<file path="config.mk">
export PLATFORM = sky130hd
export DESIGN_NAME = ecam_xlate
export DESIGN_NICKNAME = d
export VERILOG_FILES = /design/src/rtl/ecam_pkg.sv /design/src/rtl/ecam_addr_split.sv /design/src/rtl/ecam_port_match.sv /design/src/rtl/ecam_route_decide.sv /design/src/rtl/ecam_xlate.sv
export SDC_FILE = /design/constraint.sdc
export NUM_CORES = 1
export LEC_CHECK = 0
export CORE_AREA = 2 2 153 155
export CTS_CLUSTER_DIAMETER = 120
export DETAILED_ROUTE_END_ITERATION = 7
export DIE_AREA = 0 0 155 157
export HOLD_SLACK_MARGIN = 0.15
export PLACE_DENSITY = 0.77
export SLEW_MARGIN = 20
export SYNTH_ARGS = -nofsm -noshare
export SYNTH_HDL_FRONTEND = slang
export SYNTH_SLANG_ARGS = --single-unit
</file>
<file path="constraint.sdc">
create_clock -name clk -period 10.56 [get_ports clk]
set_input_delay 2.112 -clock clk [delete_from_list [all_inputs] [get_ports clk]]
set_output_delay 2.112 -clock clk [all_outputs]
set_load 0.005 [all_outputs]
</file>
<file path="src/rtl/ecam_pkg.sv">
package ecam_pkg;

  localparam int BUS_W  = 8;
  localparam int DEV_W  = 5;
  localparam int FN_W   = 3;
  localparam int XREG_W = 4;
  localparam int DWI_W  = 6;
  localparam int RID_W  = BUS_W + DEV_W + FN_W;
  localparam int REG_W  = XREG_W + DWI_W;
  localparam int SEG_LSB = 2 + REG_W + FN_W + DEV_W + BUS_W;

  typedef enum logic [1:0] {
    ST_SC = 2'b00,
    ST_UR = 2'b01,
    ST_CA = 2'b10
  } cpl_st_e;

  typedef struct packed {
    logic [BUS_W-1:0]  bus;
    logic [DEV_W-1:0]  dev;
    logic [FN_W-1:0]   fn;
    logic [XREG_W-1:0] xreg;
    logic [DWI_W-1:0]  dwi;
  } cfg_fields_t;

  typedef enum logic [2:0] {
    S_IDLE,
    S_DEC,
    S_SEND,
    S_WAIT,
    S_RESP
  } xl_state_e;

endpackage

</file>
<file path="src/rtl/ecam_addr_split.sv">
module ecam_addr_split
  import ecam_pkg::*;
#(
  parameter int ADDR_W = 44,
  localparam int SEG_W = ADDR_W - SEG_LSB
) (
  input  logic [ADDR_W-1:0] addr,
  output logic [SEG_W-1:0]  seg,
  output cfg_fields_t       fld
);

  // Bits 1:0 select a byte in the dword and are carried by the byte enables.
  assign fld = cfg_fields_t'(addr[SEG_LSB-1:2]);
  assign seg = addr[ADDR_W-1:SEG_LSB];

endmodule

</file>
<file path="src/rtl/ecam_port_match.sv">
module ecam_port_match #(
  parameter int NPORT = 4,
  parameter int SEG_W = 16,
  localparam int PW = (NPORT > 1) ? $clog2(NPORT) : 1
) (
  input  logic [SEG_W-1:0]       seg,
  input  logic [NPORT*SEG_W-1:0] port_seg,
  output logic                   hit,
  output logic [PW-1:0]          idx
);

  logic [NPORT-1:0] eq;

  for (genvar i = 0; i < NPORT; i++) begin : g_cmp
    assign eq[i] = (port_seg[i*SEG_W +: SEG_W] == seg);
  end

  // Scan from the top so that the lowest matching index is the one kept.
  always_comb begin
    idx = '0;
    for (int i = NPORT - 1; i >= 0; i--) begin
      if (eq[i]) idx = PW'(i);
    end
  end

  assign hit = |eq;

endmodule

</file>
<file path="src/rtl/ecam_route_decide.sv">
module ecam_route_decide
  import ecam_pkg::*;
(
  input  logic [BUS_W-1:0] bus,
  input  logic [DEV_W-1:0] dev,
  input  logic [BUS_W-1:0] sec_bus,
  input  logic [BUS_W-1:0] sub_bus,
  input  logic             ari,
  output logic             bus_ok,
  output logic             type1,
  output logic             dev_block
);

  logic is_local;
  logic is_below;

  assign is_local  = (bus == sec_bus);
  assign is_below  = (bus > sec_bus) && (bus <= sub_bus);
  assign bus_ok    = is_local | is_below;
  assign type1     = is_below;
  // The link below the port carries a single device unless ARI widens the function.
  assign dev_block = is_local && !ari && (dev != '0);

endmodule

</file>
<file path="src/rtl/ecam_xlate.sv">
module ecam_xlate
  import ecam_pkg::*;
#(
  parameter int NPORT  = 4,
  parameter int ADDR_W = 44,
  localparam int SEG_W = ADDR_W - SEG_LSB,
  localparam int PW    = (NPORT > 1) ? $clog2(NPORT) : 1
) (
  input  logic                   clk,
  input  logic                   rst,
  input  logic                   req_valid,
  output logic                   req_ready,
  input  logic [ADDR_W-1:0]      req_addr,
  input  logic                   req_we,
  input  logic [3:0]             req_be,
  input  logic [31:0]            req_wdata,
  input  logic [NPORT*SEG_W-1:0] port_seg,
  input  logic [NPORT*8-1:0]     port_sec_bus,
  input  logic [NPORT*8-1:0]     port_sub_bus,
  input  logic [NPORT-1:0]       port_ari,
  output logic                   cfg_valid,
  input  logic                   cfg_ready,
  output logic [PW-1:0]          cfg_port,
  output logic                   cfg_type1,
  output logic [15:0]            cfg_rid,
  output logic [9:0]             cfg_reg,
  output logic [SEG_W+15:0]      cfg_sid,
  output logic                   cfg_we,
  output logic [3:0]             cfg_be,
  output logic [31:0]            cfg_wdata,
  input  logic                   cpl_valid,
  input  logic [1:0]             cpl_status,
  input  logic [31:0]            cpl_rdata,
  output logic                   rsp_valid,
  input  logic                   rsp_ready,
  output logic [1:0]             rsp_status,
  output logic [31:0]            rsp_rdata
);

  xl_state_e         st;
  logic [ADDR_W-1:0] cap_addr;
  logic              cap_we;
  logic [3:0]        cap_be;
  logic [31:0]       cap_wdata;

  logic [SEG_W-1:0]  seg;
  cfg_fields_t       fld;
  logic              hit;
  logic [PW-1:0]     pidx;
  logic [BUS_W-1:0]  sel_sec;
  logic [BUS_W-1:0]  sel_sub;
  logic              sel_ari;
  logic              bus_ok;
  logic              is_t1;
  logic              dev_block;

  ecam_addr_split #(.ADDR_W(ADDR_W)) u_split (
    .addr (cap_addr),
    .seg  (seg),
    .fld  (fld)
  );

  ecam_port_match #(.NPORT(NPORT), .SEG_W(SEG_W)) u_match (
    .seg      (seg),
    .port_seg (port_seg),
    .hit      (hit),
    .idx      (pidx)
  );

  assign sel_sec = port_sec_bus[pidx*BUS_W +: BUS_W];
  assign sel_sub = port_sub_bus[pidx*BUS_W +: BUS_W];
  assign sel_ari = port_ari[pidx];

  ecam_route_decide u_route (
    .bus       (fld.bus),
    .dev       (fld.dev),
    .sec_bus   (sel_sec),
    .sub_bus   (sel_sub),
    .ari       (sel_ari),
    .bus_ok    (bus_ok),
    .type1     (is_t1),
    .dev_block (dev_block)
  );

  assign req_ready = (st == S_IDLE);
  assign cfg_valid = (st == S_SEND);
  assign rsp_valid = (st == S_RESP);

  always_ff @(posedge clk) begin
    if (rst) begin
      st         <= S_IDLE;
      cap_addr   <= '0;
      cap_we     <= 1'b0;
      cap_be     <= '0;
      cap_wdata  <= '0;
      cfg_port   <= '0;
      cfg_type1  <= 1'b0;
      cfg_rid    <= '0;
      cfg_reg    <= '0;
      cfg_sid    <= '0;
      cfg_we     <= 1'b0;
      cfg_be     <= '0;
      cfg_wdata  <= '0;
      rsp_status <= ST_SC;
      rsp_rdata  <= '0;
    end else begin
      unique case (st)
        S_IDLE: begin
          if (req_valid) begin
            cap_addr  <= req_addr;
            cap_we    <= req_we;
            cap_be    <= req_be;
            cap_wdata <= req_wdata;
            st        <= S_DEC;
          end
        end
        S_DEC: begin
          if (!hit || !bus_ok) begin
            rsp_status <= ST_UR;
            rsp_rdata  <= '0;
            st         <= S_RESP;
          end else if (dev_block) begin
            rsp_status <= ST_SC;
            rsp_rdata  <= cap_we ? 32'h0 : 32'hFFFF_FFFF;
            st         <= S_RESP;
          end else begin
            cfg_port  <= pidx;
            cfg_type1 <= is_t1;
            cfg_rid   <= {fld.bus, fld.dev, fld.fn};
            cfg_reg   <= {fld.xreg, fld.dwi};
            cfg_sid   <= {seg, fld.bus, fld.dev, fld.fn};
            cfg_we    <= cap_we;
            cfg_be    <= cap_be;
            cfg_wdata <= cap_wdata;
            st        <= S_SEND;
          end
        end
        S_SEND: begin
          if (cfg_ready) st <= S_WAIT;
        end
        S_WAIT: begin
          if (cpl_valid) begin
            rsp_status <= cpl_status;
            rsp_rdata  <= cap_we ? 32'h0 : cpl_rdata;
            st         <= S_RESP;
          end
        end
        S_RESP: begin
          if (rsp_ready) st <= S_IDLE;
        end
        default: st <= S_IDLE;
      endcase
    end
  end

endmodule

</file>
==> results.md <==
* Fin crit share at 0.690
* Seq/Total Area, Yosys at 0.428
* Gate power share at 0.146
* CP required at 10850 ps
* CTS root buf: clkbuf_16
* GR Overflow Total at 0
* Final hold slack at roughly 460 ps
* Post-DRT Antenna Nets at 0
* Reg-to-reg critical path startpoint: cap_addr[33]
* Relative max-transition margin at 0.301
* Vias at 8155
* Initial cell density of the core at 0.412
* Synthesized area at 9270 µm²
* Largest net degree at the start of global routing at around 130
* Total GRT Usage at 0.227
* Vias in the first global route at between 8000 and 9000
* CTS Buf Count at 17
* Max-cap viol count at 0
* Yosys warnings at 0
* Post-synth EDFFs at 0
* Final hold vios at 0
* WL/cell at 17.2 µm
* Final nets at 1611
* 1st-iter DRT viols at 328
* Fin. max-slew vios at 0
* Vias per cell at 4.97
* # IOs at 388
* Most used DFF post-synth: dfxtp_1
* Site row count at 55
* Share of cells above drive strength 1 at 0.0539
* Gate Count Post-Synth at 1027
* Post-route DRC violation count at 0
* Status: finished clean
* Sum of negative setup slack at 0 ps
* M1 GR Usage at 0.248
* Worst-path fanout max at between 50 and 60
* Largest register FFs at 42
* Clock power frac at 0.384
* Int Pwr at roughly 0.0012 W
* Sw Share at 0.273
* Die height at 157 µm
* P_leak at 5.52 nW
* Number of H-tree levels at 4
* Clk_skew at 19.2 ps
* Dpl ws at between 2000 and 3000 ps
* Hold-fix buffers, CTS at 0
* Maximum clock path buffer count at 2
* RSZ-0062 raised after global routing: false
* Critical Path AT at 7570 ps
* Mean Syn Cell Area at between 9 and 10 µm²
* WS Path Type: in -> reg
* Worst flop-to-flop path endpoint: cfg_reg[2]
* Die ar. at between 20000 and 25000 µm²
* Setup crit end kind: flip-flop
* Worst reg2reg setup slack at 4800 ps
* Hold Crit Start: cap_addr[10]
* Grt met3 use at 0.0854
* CTS clk-pin slew, worst paths at 80 ps
* Seq cells post-synth at ~200
* Initial antenna violation count at 1
* Hold WC Path Type: reg -> reg
* Reg2reg path depth at 18
* Final Critical Period at 7290 ps
* HPWL Detailed at slightly above 20 mm
* ANT cells at 0
* Postcts setup bufs at 0
* Global-route wire length before repair at between 40 and 50 mm
* Grt peak-use layer: met2
* Hold path cells at 2
* Pwr Density at 126 nW/µm²
* Synthesized net count at 1296
* CTS tree: done
* Switching pwr at 0.000463 W
* Endpoints failing setup at 0
* Gpl congestion at roughly 0.9
* Startpoint Class: primary input
* Routed wire length at 28.2 mm
* Clk_lat worst skew at ~430 ps
* Max IR drop VDD at 0.103 mV
* Most common cell after layout, fill and taps aside: clkdlybuf4s50_1
* Grt met2 use at 0.404
* Max frequency at 137 MHz
* Drt first pass iters at 5
* Most frequent cells in the layout: clkdlybuf4s50_1, dfxtp_1, nand2_1, mux2i_1, a21oi_1
* Netlist cell types at 45
* Fillcell total at between 1500 and 2000
* CTS resizes at 0
* Core area at 22500 µm²
* Post-synth ARST share at 0
* Tightest Pin Transition at between 1000 and 1500 ps
* Worst Setup Slack, final at ~3300 ps
* PortBufs at 385
* TritonCTS Sinks at about 200
* Synthesis-to-layout area growth at 46.0%
* Reg power frac at 0.470
* Most flop-heavy register: cap_addr
* WHS Endpoint: cap_addr[10]
* Die X at ~160 µm
[power groups by stage]
stage / Combinational [W] / Clock (W) / Sequential [W]
after CTS: 0.000251 / 0.000669 / 0.000798
after floorplan: 0.000138 / 0 / 0.000799
after global placement: 0.000246 / 0 / 0.000814
after detailed placement: 0.000250 / 0 / 0.000815
after global routing: 0.000272 / 0.000697 / 0.000801
final: 0.000249 / 0.000652 / 0.000798
[critical path, stage by stage]
cell	delay, ps
clkdlybuf4s50_1	480
xnor2_1	140
nand4_1	150
nor4_2	460
nor2b_1	180
o21a_1	120
buf_4	410
mux2_2	420
o21ai_1	140
ha_1	250
nor2b_1	140
o211ai_1	160
a21oi_1	80
o311ai_0	720
a2bb2oi_2	210
o2111ai_4	120
buf_4	800
mux2i_1	290
nor2_1	60
[metal layers]
metal / vias to the layer above / share of wire / wire length, µm
li1: 4052 / - / -
met1: 3776 / 0.39 / 11100
met2: 278 / 0.49 / 13800
met3: 47 / 0.090 / 2530
met4: 2 / 0.028 / 777
met5: - / 0.00057 / 16
[cells by family after synthesis]
logic type,count (synthesis),share of synthesized area
flip-flops,198,0.428
adder cells (fa/ha/maj),16,0.0216
multiplexers,147,0.161
AND/OR/NAND/NOR,341,0.165
AO/OA/AOI/OAI,160,0.0951
buffers and inverters,101,0.0696
XOR/XNOR,64,0.0605
[through the flow]
step | instances | util | instance area, µm² | total power, W
3_3_place_gp | 1608 | 0.574 | 12900 | 0.00106
3_5_place_dp | 1608 | 0.574 | 12900 | 0.00106
4_1_cts | 1640 | 0.601 | 13500 | 0.00172
6_report | 1640 | 0.601 | 13500 | 0.00170
2_1_floorplan | 1027 | - | 9270 | 0.000937
5_1_grt | 1640 | 0.601 | 13500 | 0.00177
[cell usage after synthesis (4+ instances only)]
cell / count / share of area
a21oi_1: 91 / 0.049
buf_12: 8 / 0.017
buf_2: 16 / 0.0086
buf_4: 17 / 0.014
buf_6: 7 / 0.0085
clkbuf_1: 50 / 0.020
dfxtp_1: 198 / 0.43
ha_1: 16 / 0.022
mux2_2: 16 / 0.019
mux2i_1: 131 / 0.14
nand2_1: 179 / 0.072
nand2b_1: 36 / 0.024
nand4_1: 17 / 0.011
nor2_1: 85 / 0.034
nor2b_1: 5 / 0.0034
nor4_2: 6 / 0.0081
o211ai_1: 4 / 0.0032
o21ai_0: 34 / 0.018
o21ai_1: 16 / 0.0086
xnor2_1: 48 / 0.045
xor2_1: 16 / 0.015
[area by class of cell]
class / count / area, µm² / share of cell area
Clock buffer: 18 / 429 / 0.0317
Clock inverter: 14 / 173 / 0.0128
Inverter: 3 / 11.3 / 0.000832
Multi-Input combinational cell: 728 / 4680 / 0.346
Sequential cell: 198 / 3960 / 0.293
Tap cell: 285 / 357 / 0.0264
Timing Repair Buffer: 394 / 3920 / 0.290
[worst max path at each step]
| stage | from | endpoint | slack, ps | cells past startpoint |
|---|---|---|---|---|
| 6_report | port_seg[50] | cfg_reg[2] | 3270 | 19 |
| 5_1_grt | port_seg[53] | cfg_wdata[13] | 2860 | 19 |
| 4_1_cts | port_seg[50] | cfg_reg[2] | 3210 | 19 |
| 3_5_place_dp | port_seg[50] | cfg_wdata[13] | 2800 | 19 |
| 3_3_place_gp | port_seg[50] | cfg_wdata[12] | 2840 | 19 |
| 2_1_floorplan | port_seg[49] | cfg_be[0] | 4630 | 20 |
(Power assumes the default switching activity.)
